### src/rtl/rli_pkg.sv
package rli_pkg;

   // Action chosen for the line counter in a given cycle
   typedef enum logic [1:0] {
      ACT_HOLD   = 2'd0,
      ACT_STEP   = 2'd1,
      ACT_WRAP   = 2'd2,
      ACT_DECIDE = 2'd3
   } rli_act_e;

endpackage

### src/rtl/rli_sync_edge.sv
module rli_sync_edge #(
   parameter int unsigned N         = 2,
   parameter int unsigned STAGES    = 2,
   parameter logic [N-1:0] FALL_SEL = '0   // 1: falling edge, 0: rising edge
) (
   input  logic         clk,
   input  logic         rst_n,
   input  logic [N-1:0] din,
   output logic [N-1:0] edge_p
);

   if (STAGES < 2) begin : g_bad_stages
      $error("rli_sync_edge: STAGES must be at least 2");
   end

   for (genvar i = 0; i < N; i++) begin : g_ch
      logic [STAGES:0] chain;

      always_ff @(posedge clk) begin
         if (!rst_n) chain <= '0;
         else        chain <= {chain[STAGES-1:0], din[i]};
      end

      if (FALL_SEL[i]) begin : g_fall
         assign edge_p[i] = chain[STAGES] & ~chain[STAGES-1];
      end else begin : g_rise
         assign edge_p[i] = chain[STAGES-1] & ~chain[STAGES];
      end

      // an edge pulse lasts a single cycle
      a_r1_single_pulse: assert property (@(posedge clk) disable iff (!rst_n)
         edge_p[i] |=> !edge_p[i]);
   end

endmodule

### src/rtl/rli_vs_window.sv
module rli_vs_window #(
   parameter int unsigned DELAY_LINES = 2
) (
   input  logic clk,
   input  logic rst_n,
   input  logic vs_rise,
   input  logic hs_fall,
   output logic decide
);

   localparam int unsigned VW = $clog2(DELAY_LINES + 1);
   localparam logic [VW-1:0] LAST = VW'(DELAY_LINES - 1);

   if (DELAY_LINES < 1) begin : g_bad_delay
      $error("rli_vs_window: DELAY_LINES must be at least 1");
   end

   logic          armed_q;
   logic [VW-1:0] seen_q;

   assign decide = armed_q && hs_fall && !vs_rise && (seen_q == LAST);

   always_ff @(posedge clk) begin
      if (!rst_n) begin
         armed_q <= 1'b0;
         seen_q  <= '0;
      end else if (vs_rise) begin
         armed_q <= 1'b1;
         seen_q  <= '0;
      end else if (armed_q && hs_fall) begin
         if (seen_q == LAST) begin
            armed_q <= 1'b0;
            seen_q  <= '0;
         end else begin
            seen_q  <= seen_q + 1'b1;
         end
      end
   end

   // after the decision the wait is closed unless re-armed
   a_r5_decide_disarms: assert property (@(posedge clk) disable iff (!rst_n)
      decide |=> !armed_q);

   // a vsync rising edge always leaves the wait armed
   a_r8_rearm: assert property (@(posedge clk) disable iff (!rst_n)
      vs_rise |=> (armed_q && seen_q == '0));

endmodule

### src/rtl/raster_irq_gen.sv
module raster_irq_gen #(
   parameter int unsigned CNT_W       = 6,
   parameter int unsigned WRAP        = 52,
   parameter int unsigned GUARD_BIT   = 5,
   parameter int unsigned DELAY_LINES = 2,
   parameter int unsigned SYNC_STAGES = 2
) (
   input  logic clk,
   input  logic rst_n,
   input  logic hsync_in,
   input  logic vsync_in,
   input  logic int_ack,
   input  logic sw_clear,
   output logic irq
);
   import rli_pkg::*;

   localparam logic [CNT_W-1:0] LAST   = CNT_W'(WRAP - 1);
   localparam logic [CNT_W-1:0] THRESH = CNT_W'(1 << GUARD_BIT);

   if (WRAP < 2 || WRAP > (1 << CNT_W)) begin : g_bad_wrap
      $error("raster_irq_gen: WRAP must fit in CNT_W bits");
   end
   if (GUARD_BIT >= CNT_W) begin : g_bad_guard
      $error("raster_irq_gen: GUARD_BIT must lie inside the counter");
   end

   logic [1:0] edges;
   logic       hs_fall, vs_rise, decide;

   rli_sync_edge #(
      .N        (2),
      .STAGES   (SYNC_STAGES),
      .FALL_SEL (2'b01)
   ) u_sync (
      .clk    (clk),
      .rst_n  (rst_n),
      .din    ({vsync_in, hsync_in}),
      .edge_p (edges)
   );

   assign hs_fall = edges[0];
   assign vs_rise = edges[1];

   rli_vs_window #(
      .DELAY_LINES (DELAY_LINES)
   ) u_vsw (
      .clk     (clk),
      .rst_n   (rst_n),
      .vs_rise (vs_rise),
      .hs_fall (hs_fall),
      .decide  (decide)
   );

   logic [CNT_W-1:0] cnt_q, cnt_d, cnt_a;
   logic             irq_q, irq_d, irq_a;
   rli_act_e         act;

   always_comb begin
      cnt_a = cnt_q;
      irq_a = irq_q;
      if (int_ack) begin
         cnt_a[GUARD_BIT] = 1'b0;
         irq_a            = 1'b0;
      end
      if (!hs_fall)          act = ACT_HOLD;
      else if (decide)       act = ACT_DECIDE;
      else if (cnt_a == LAST) act = ACT_WRAP;
      else                   act = ACT_STEP;
   end

   always_comb begin
      cnt_d = cnt_a;
      irq_d = irq_a;
      unique case (act)
         ACT_HOLD:   ;
         ACT_STEP:   cnt_d = cnt_a + 1'b1;
         ACT_WRAP: begin
            cnt_d = '0;
            irq_d = 1'b1;
         end
         ACT_DECIDE: begin
            cnt_d = '0;
            if (cnt_a < THRESH) irq_d = 1'b1;
         end
         default:    ;
      endcase
      if (sw_clear) begin
         cnt_d = '0;
         irq_d = 1'b0;
      end
   end

   always_ff @(posedge clk) begin
      if (!rst_n) begin
         cnt_q <= '0;
         irq_q <= 1'b0;
      end else begin
         cnt_q <= cnt_d;
         irq_q <= irq_d;
      end
   end

   assign irq = irq_q;

   // the counter never leaves its range
   a_r2_in_range: assert property (@(posedge clk) disable iff (!rst_n)
      cnt_q <= LAST);

   // a pending request is held without ack or clear
   a_r3_hold: assert property (@(posedge clk) disable iff (!rst_n)
      (irq && !int_ack && !sw_clear) |=> irq);

   // acknowledge with no line edge drops the request and bit 5
   a_r4_ack_drop: assert property (@(posedge clk) disable iff (!rst_n)
      (int_ack && !hs_fall) |=> (!irq && !cnt_q[GUARD_BIT]));

   // a clear empties counter and request
   a_r7_clear: assert property (@(posedge clk) disable iff (!rst_n)
      sw_clear |=> (!irq && cnt_q == '0));

endmodule

### config.mk
export PLATFORM = sky130hd
export DESIGN_NAME = raster_irq_gen
export DESIGN_NICKNAME = d
export VERILOG_FILES = /design/src/rtl/rli_pkg.sv /design/src/rtl/rli_sync_edge.sv /design/src/rtl/rli_vs_window.sv /design/src/rtl/raster_irq_gen.sv
export SDC_FILE = /design/constraint.sdc
export NUM_CORES = 1
export LEC_CHECK = 0
export BUFFER_PORTS_ARGS = -buffer_cell sky130_fd_sc_hd__buf_2
export CAP_MARGIN = 25
export CORE_UTILIZATION = 29
export CTS_CLUSTER_DIAMETER = 30
export CTS_CLUSTER_SIZE = 16
export DETAILED_ROUTE_END_ITERATION = 12
export GPL_TIMING_DRIVEN = 0
export SYNTH_ARGS = -nofsm -noshare
export SYNTH_HDL_FRONTEND = slang
export SYNTH_SLANG_ARGS = --single-unit
### constraint.sdc
create_clock -name clk -period 1.4 [get_ports clk]
set_input_delay 0.14 -clock clk [delete_from_list [all_inputs] [get_ports clk]]
set_output_delay 0.14 -clock clk [all_outputs]
set_load 0.01 [all_outputs]
## Word-level counts from Yosys, hierarchy flattened

Cells that the tools add are included.

| storage, ports and cells | value |
|---|---|
| register bits after elaboration | 16 |
| output and inout port bits | 1 |
| word-level logic and storage cells | 43 |
| bits of input ports | 6 |

| operators by class | value |
|---|---|
| order comparisons | 1 |
| bitwise gates (word level) | 5 |
| add/sub/neg operators | 2 |
| reduce and logical (&&, ||, !) cells | 11 |
| equality and inequality tests | 5 |
| multiplexer cells | 12 |

Operators with widths:

| cell | number |
|---|---|
| 6-bit case mux with 2 select lines | 1 |
| 2-bit 2-to-1 mux | 4 |
| 6-bit by 1-bit adder with 6-bit output, second input constant | 1 |
| 6-bit equality test, second input constant | 1 |
| 6-bit < comparator, second input constant | 1 |
| 1-bit 2-to-1 mux | 6 |
| 2-bit nonzero test | 3 |
| 2-bit OR reduction | 3 |
| 2-bit by 1-bit equality test with 1-bit output, second input constant | 2 |
| 2-bit equality test, second input constant | 2 |
| 1-bit logical AND | 3 |
| 1-bit inverter | 3 |
| 2-bit by 1-bit adder with 2-bit output, second input constant | 1 |
| 1-bit bitwise AND | 2 |
| 1-bit case mux with 2 select lines | 1 |
| 2-bit AND reduction | 1 |
| 1-bit zero test | 1 |

## Longest topological paths before layout

| depth | value |
|---|---|
| depth after elaboration | 10 |
| depth in mapped cells | 5 |
| mapped depth without buffers | 5 |

## By module

From an unflattened synthesis, not the netlist that was laid out.

| second synthesis, totals | value |
|---|---|
| cells, all modules | 70 |
| area total of the unflattened synthesis | 729.4 um^2 |

By module, submodules not included:

| module | area an instance (um^2) | seq. area each (um^2) | cells each | instances |
|---|---|---|---|---|
| raster_irq_gen | 410.4 | 140.1 | 42 | 1 |
| rli_sync_edge | 170.2 | 120.1 | 14 | 1 |
| rli_vs_window | 148.9 | 60.1 | 14 | 1 |

## Worst setup path before layout

Ideal clock, no wire load.

| timing | value |
|---|---|
| kind | flip-flop to flip-flop |
| start point | reg cnt_q[0] |
| end point | reg cnt_q[0] |
| path slack | 0.102 ns |
| arrival | 1.179 ns |
| setup time | 0.119 ns |
| stages on the path, launching flop included | 6 |
| data required time | 1.281 ns |
| buffers on the path | 0 |
| cell sequence | dfxtp_1 ha_1 nor4bb_1 nand3_1 nand3b_1 nor2_1 |

| between the ends | value |
|---|---|
| word-level cells in the longest chain between the ends | 7 |
| elaborated cells on any way between the ends | 11 |
| those cells by class | add/sub (1); eq/ne (4); mux (4); reduce/logical (2) |

RTL lines:

| item | RTL line | RTL |
|---|---|---|
| from (decl) | raster_irq_gen.sv:55 | `logic [CNT_W-1:0] cnt_q, cnt_d, cnt_a;` |
| from (signal assigned) | raster_irq_gen.sv:99 | `cnt_q <= cnt_d;` |
| 6-bit equality test | raster_irq_gen.sv:68 | `else if (cnt_a == LAST) act = ACT_WRAP;` |
| 2-bit 2-to-1 mux | raster_irq_gen.sv:68 |  |
| 2-bit 2-to-1 mux | raster_irq_gen.sv:67 | `else if (decide) act = ACT_DECIDE;` |
| 2-bit 2-to-1 mux | raster_irq_gen.sv:66 | `if (!hs_fall) act = ACT_HOLD;` |
| 2-bit equality test | raster_irq_gen.sv:75 | `unique case (act)` |
| 2-bit OR reduction (no source line) | - |  |
| 6-bit case mux with 2 select lines or 2-bit nonzero test (tied branches) | - |  |

Parallel ways exist; a longest one is shown, timed or not.
A chain may end at the register's enable or synchronous reset.

## Worst setup path in the final report

| timing | value |
|---|---|
| start point | reg u_sync.g_ch[0].chain[1] |
| end point | reg irq_q (netlist: irq) |

| between the ends | value |
|---|---|
| word-level cells in the longest chain between the ends | 9 |
| elaborated cells on any way between the ends | 10 |
| those cells by class | eq/ne (2); mux (3); bitwise (2); reduce/logical (3) |

RTL lines:

| item | RTL line | RTL |
|---|---|---|
| from (decl) | rli_sync_edge.sv:17 | `logic [STAGES:0] chain;` |
| from (signal assigned) | rli_sync_edge.sv:21 | `else chain <= {chain[STAGES-1:0], din[i]};` |
| 1-bit inverter (*) | rli_sync_edge.sv:25 | `assign edge_p[i] = chain[STAGES] & ~chain[STAGES-1];` |
| 1-bit bitwise AND (*) | rli_sync_edge.sv:25 |  |
| 1-bit logical AND (3 in a row) | rli_vs_window.sv:21 | `assign decide = armed_q && hs_fall && !vs_rise && (seen_q == LAST);` |
| 2-bit 2-to-1 mux | raster_irq_gen.sv:67 |  |
| 2-bit 2-to-1 mux (*) | raster_irq_gen.sv:66 |  |
| 2-bit equality test | raster_irq_gen.sv:75 |  |
| 1-bit case mux with 2 select lines (*) | raster_irq_gen.sv:75 |  |
| to (signal assigned) | raster_irq_gen.sv:100 | `irq_q <= irq_d;` |
| to (decl) | raster_irq_gen.sv:56 | `logic irq_q, irq_d, irq_a;` |

Mark *: on every way between the ends. The rest lies on a longest branch, timed or not.

==> out/metrics.csv <==
metric,value,unit
status,"complete, no violations",
#FFs+latches synth,16,
vias per cell,4.63,
Leak Pwr,0.302,nW
Core Region,2000,um^2
Routed Antenna Nets,0,
TritonCTS clock tree,done,
dominant synthesized flop cell,dfxtp_1,
asr flop ratio synth,0,%
GRT Resource Usage Total,9.40,%
clock buffer depth,2,
pre-CTS WS,-0.0679,ns
top post-synthesis cells by area,"dfxtp_1, xor2_1, and2_1, nand2b_1, nand4_1",
cell taking the most area after synthesis,dfxtp_1,
data required time of the critical path,1.58,ns
Worst R2R Start,u_sync.g_ch[0].chain[1]$_SDFF_PN0_,
worst setup margin,0.118,ns
Syn Area/Cell,10.2,um^2
initial antenna violation count,0,
maximum VDD drop,0.000654,V
syn_nets,69,
critical path capture point type,flip-flop,
Hold Path Class,input pin to flip-flop,
cell count after placement,95,
"EDFF count, synth",0,
Yosys top cell area share,50.7,%
hold_buf cts,0,
# setup viols final,0,
pin count of the biggest net entering global routing,11,
Post-Syn Area,632,um^2
layout cells sized above 1,29.6,%
Num CTS Buffers,3,
Critical Path AT,1.46,ns
Starting Density,31.6,%
Mapped Cells,62,
most common cell in the synthesized netlist,dfxtp_1,
Least-Margin Pin Slew,0.280,ns
post-synth cell types,25,
drt total wl,959,um
# nets final,80,
Via Count,454,
Final Hold Vio Count,0,
clk root buf,clkbuf_4,
chip width,48.7,um
"top cells by count, synth","dfxtp_1, and2_1, nor2_1",
clock sink count,16,
Final Cycle Share,91.5,%
max-slew violation count,0,
die area,2370,um^2
hold_sp,vsync_in,
Tot Pwr,0.728,mW
vias in the first global route,413,
"Reg clk slew, reported paths",0.09,ns
grt ovf,0,
diode count,0,
first-pass GRT wire length,1.69,mm
WL/cell,9.79,um
Fin Hold WS,0.0643,ns
drt drc,0,
Skew-Pair Late Insertion Delay,0.28,ns
Cell Rows,16,
Power Dens Cells,975,nW/um^2
worst-path fanout max,5,
relative slew slack,81.3,%
"Seq/Total Area, Yosys",50.7,%
fin crit period,1.28,ns
Final Non-Filler Cells,98,
Initial DRC Count,3,
synth warn,0,
Syn-to-layout area delta,18.2,%
FMAX,0.780,GHz
H-tree depth,1,
Max Cap Violations,0,
CP Class,flip-flop to flip-flop,
Setup TNS,0,ns
clk_skew,0.00464,ns
Critical Path Start,u_sync.g_ch[0].chain[1]$_SDFF_PN0_,
Port Buf Inserts,6,
placer congestion estimate,0.694,
height of the die,48.7,um
number of I/O pins,7,
DR pass1 iterations,3,
Worst setup SP type,flip-flop,
[final cells by class]
| class | count | area [um^2] |
|---|---|---|
| clock buffer | 3 | 22.5 |
| buffer | 1 | 5.00 |
| multi-input combinational | 44 | 324 |
| fill | 219 | 1250 |
| tap | 27 | 33.8 |
| timing repair buffer | 7 | 37.5 |
| sequential | 16 | 324 |
[cell usage in the layout (no fill, tap or decap)]
cell type,n
dfxtp_1,13
buf_2,7
nor2_1,5
and2_1,5
nand2_1,4
xor2_1,4
nand2b_1,3
nand4_1,3
clkbuf_4,3
dfxtp_2,3
a21oi_1,2
xnor2_1,2
and3_1,2
nor2b_4,1
nand4b_1,1
or3_4,1
and2b_2,1
nor2b_1,1
nor4bb_4,1
nand3_1,1
nand3b_1,1
mux2i_1,1
o21a_1,1
and4_2,1
o211a_1,1
and2_2,1
ha_2,1
buf_4,1
[per-layer routing]
metal	track usage [%]	vias to the layer above	share of wire, %
li1	-	232	-
met1	10.9	213	47
met2	15.0	9	47
met3	5.66	0	5.9
met4	1.47	0	0
met5	0	-	0
[sequential cells by signal, summed over array words and instances (netlist names)]
| signal | cells |
|---|---|
| irq | 1 |
| cnt_q | 6 |
| u_vsw.armed_q | 1 |
| u_sync.g_ch.chain | 6 |
| u_vsw.seen_q | 2 |
[path summary, 6_finish.rpt]
kind | to | slack (ns) | cells past startpoint
worst max-delay path | irq$_SDFF_PP0_ | 0.12 | 4
worst min register to register | u_sync.g_ch[0].chain[1]$_SDFF_PN0_ | 0.44 | 1
worst max register to register | irq$_SDFF_PP0_ | 0.12 | 4
worst min-delay path | u_sync.g_ch[1].chain[0]$_SDFF_PN0_ | 0.06 | 2
[metrics by stage]
| stage | cell area, um^2 | util (%) |
|---|---|---|
| after global routing | 747 | 37.3 |
| final | 747 | 37.3 |
| after detailed placement | 696 | 34.8 |
| after global placement | 696 | 34.8 |
| after floorplan | 632 | - |
| after CTS | 734 | 36.7 |
[cell families (layout without fill, tap and decap cells)]
family	after synthesis	count (layout)	synth area share, %
DFF	16	16	50.7
and+or+nand+nor	32	32	31.5
buffers and inverters	2	11	1.58
muxes	1	1	1.58
AOI/OAI and AO/OA	4	4	4.36
xor gates and xnor gates	6	6	8.32
adders and majority gates	1	1	1.98
[report_power, final]
part / leakage [nW] / internal (mW) / switching, mW
clock network: 0.0138 / 0.0997 / 0.131
registers: 0.131 / 0.464 / 0.00443
logic: 0.156 / 0.0163 / 0.0130
total: 0.302 / 0.580 / 0.148
[critical path: stages, from the launching register on]
cell and delay [ns]:
dfxtp_1 0.32, nand4b_1 0.19, or3_4 0.38, mux2i_1 0.13, o21a_1 0.17
[timing repair]
item,in CTS,in global routing
setup buffers,0,1
pin swaps,1,3
setup endpoints to repair,6,6
gates resized for setup,3,4
(Power assumes the default switching activity.)
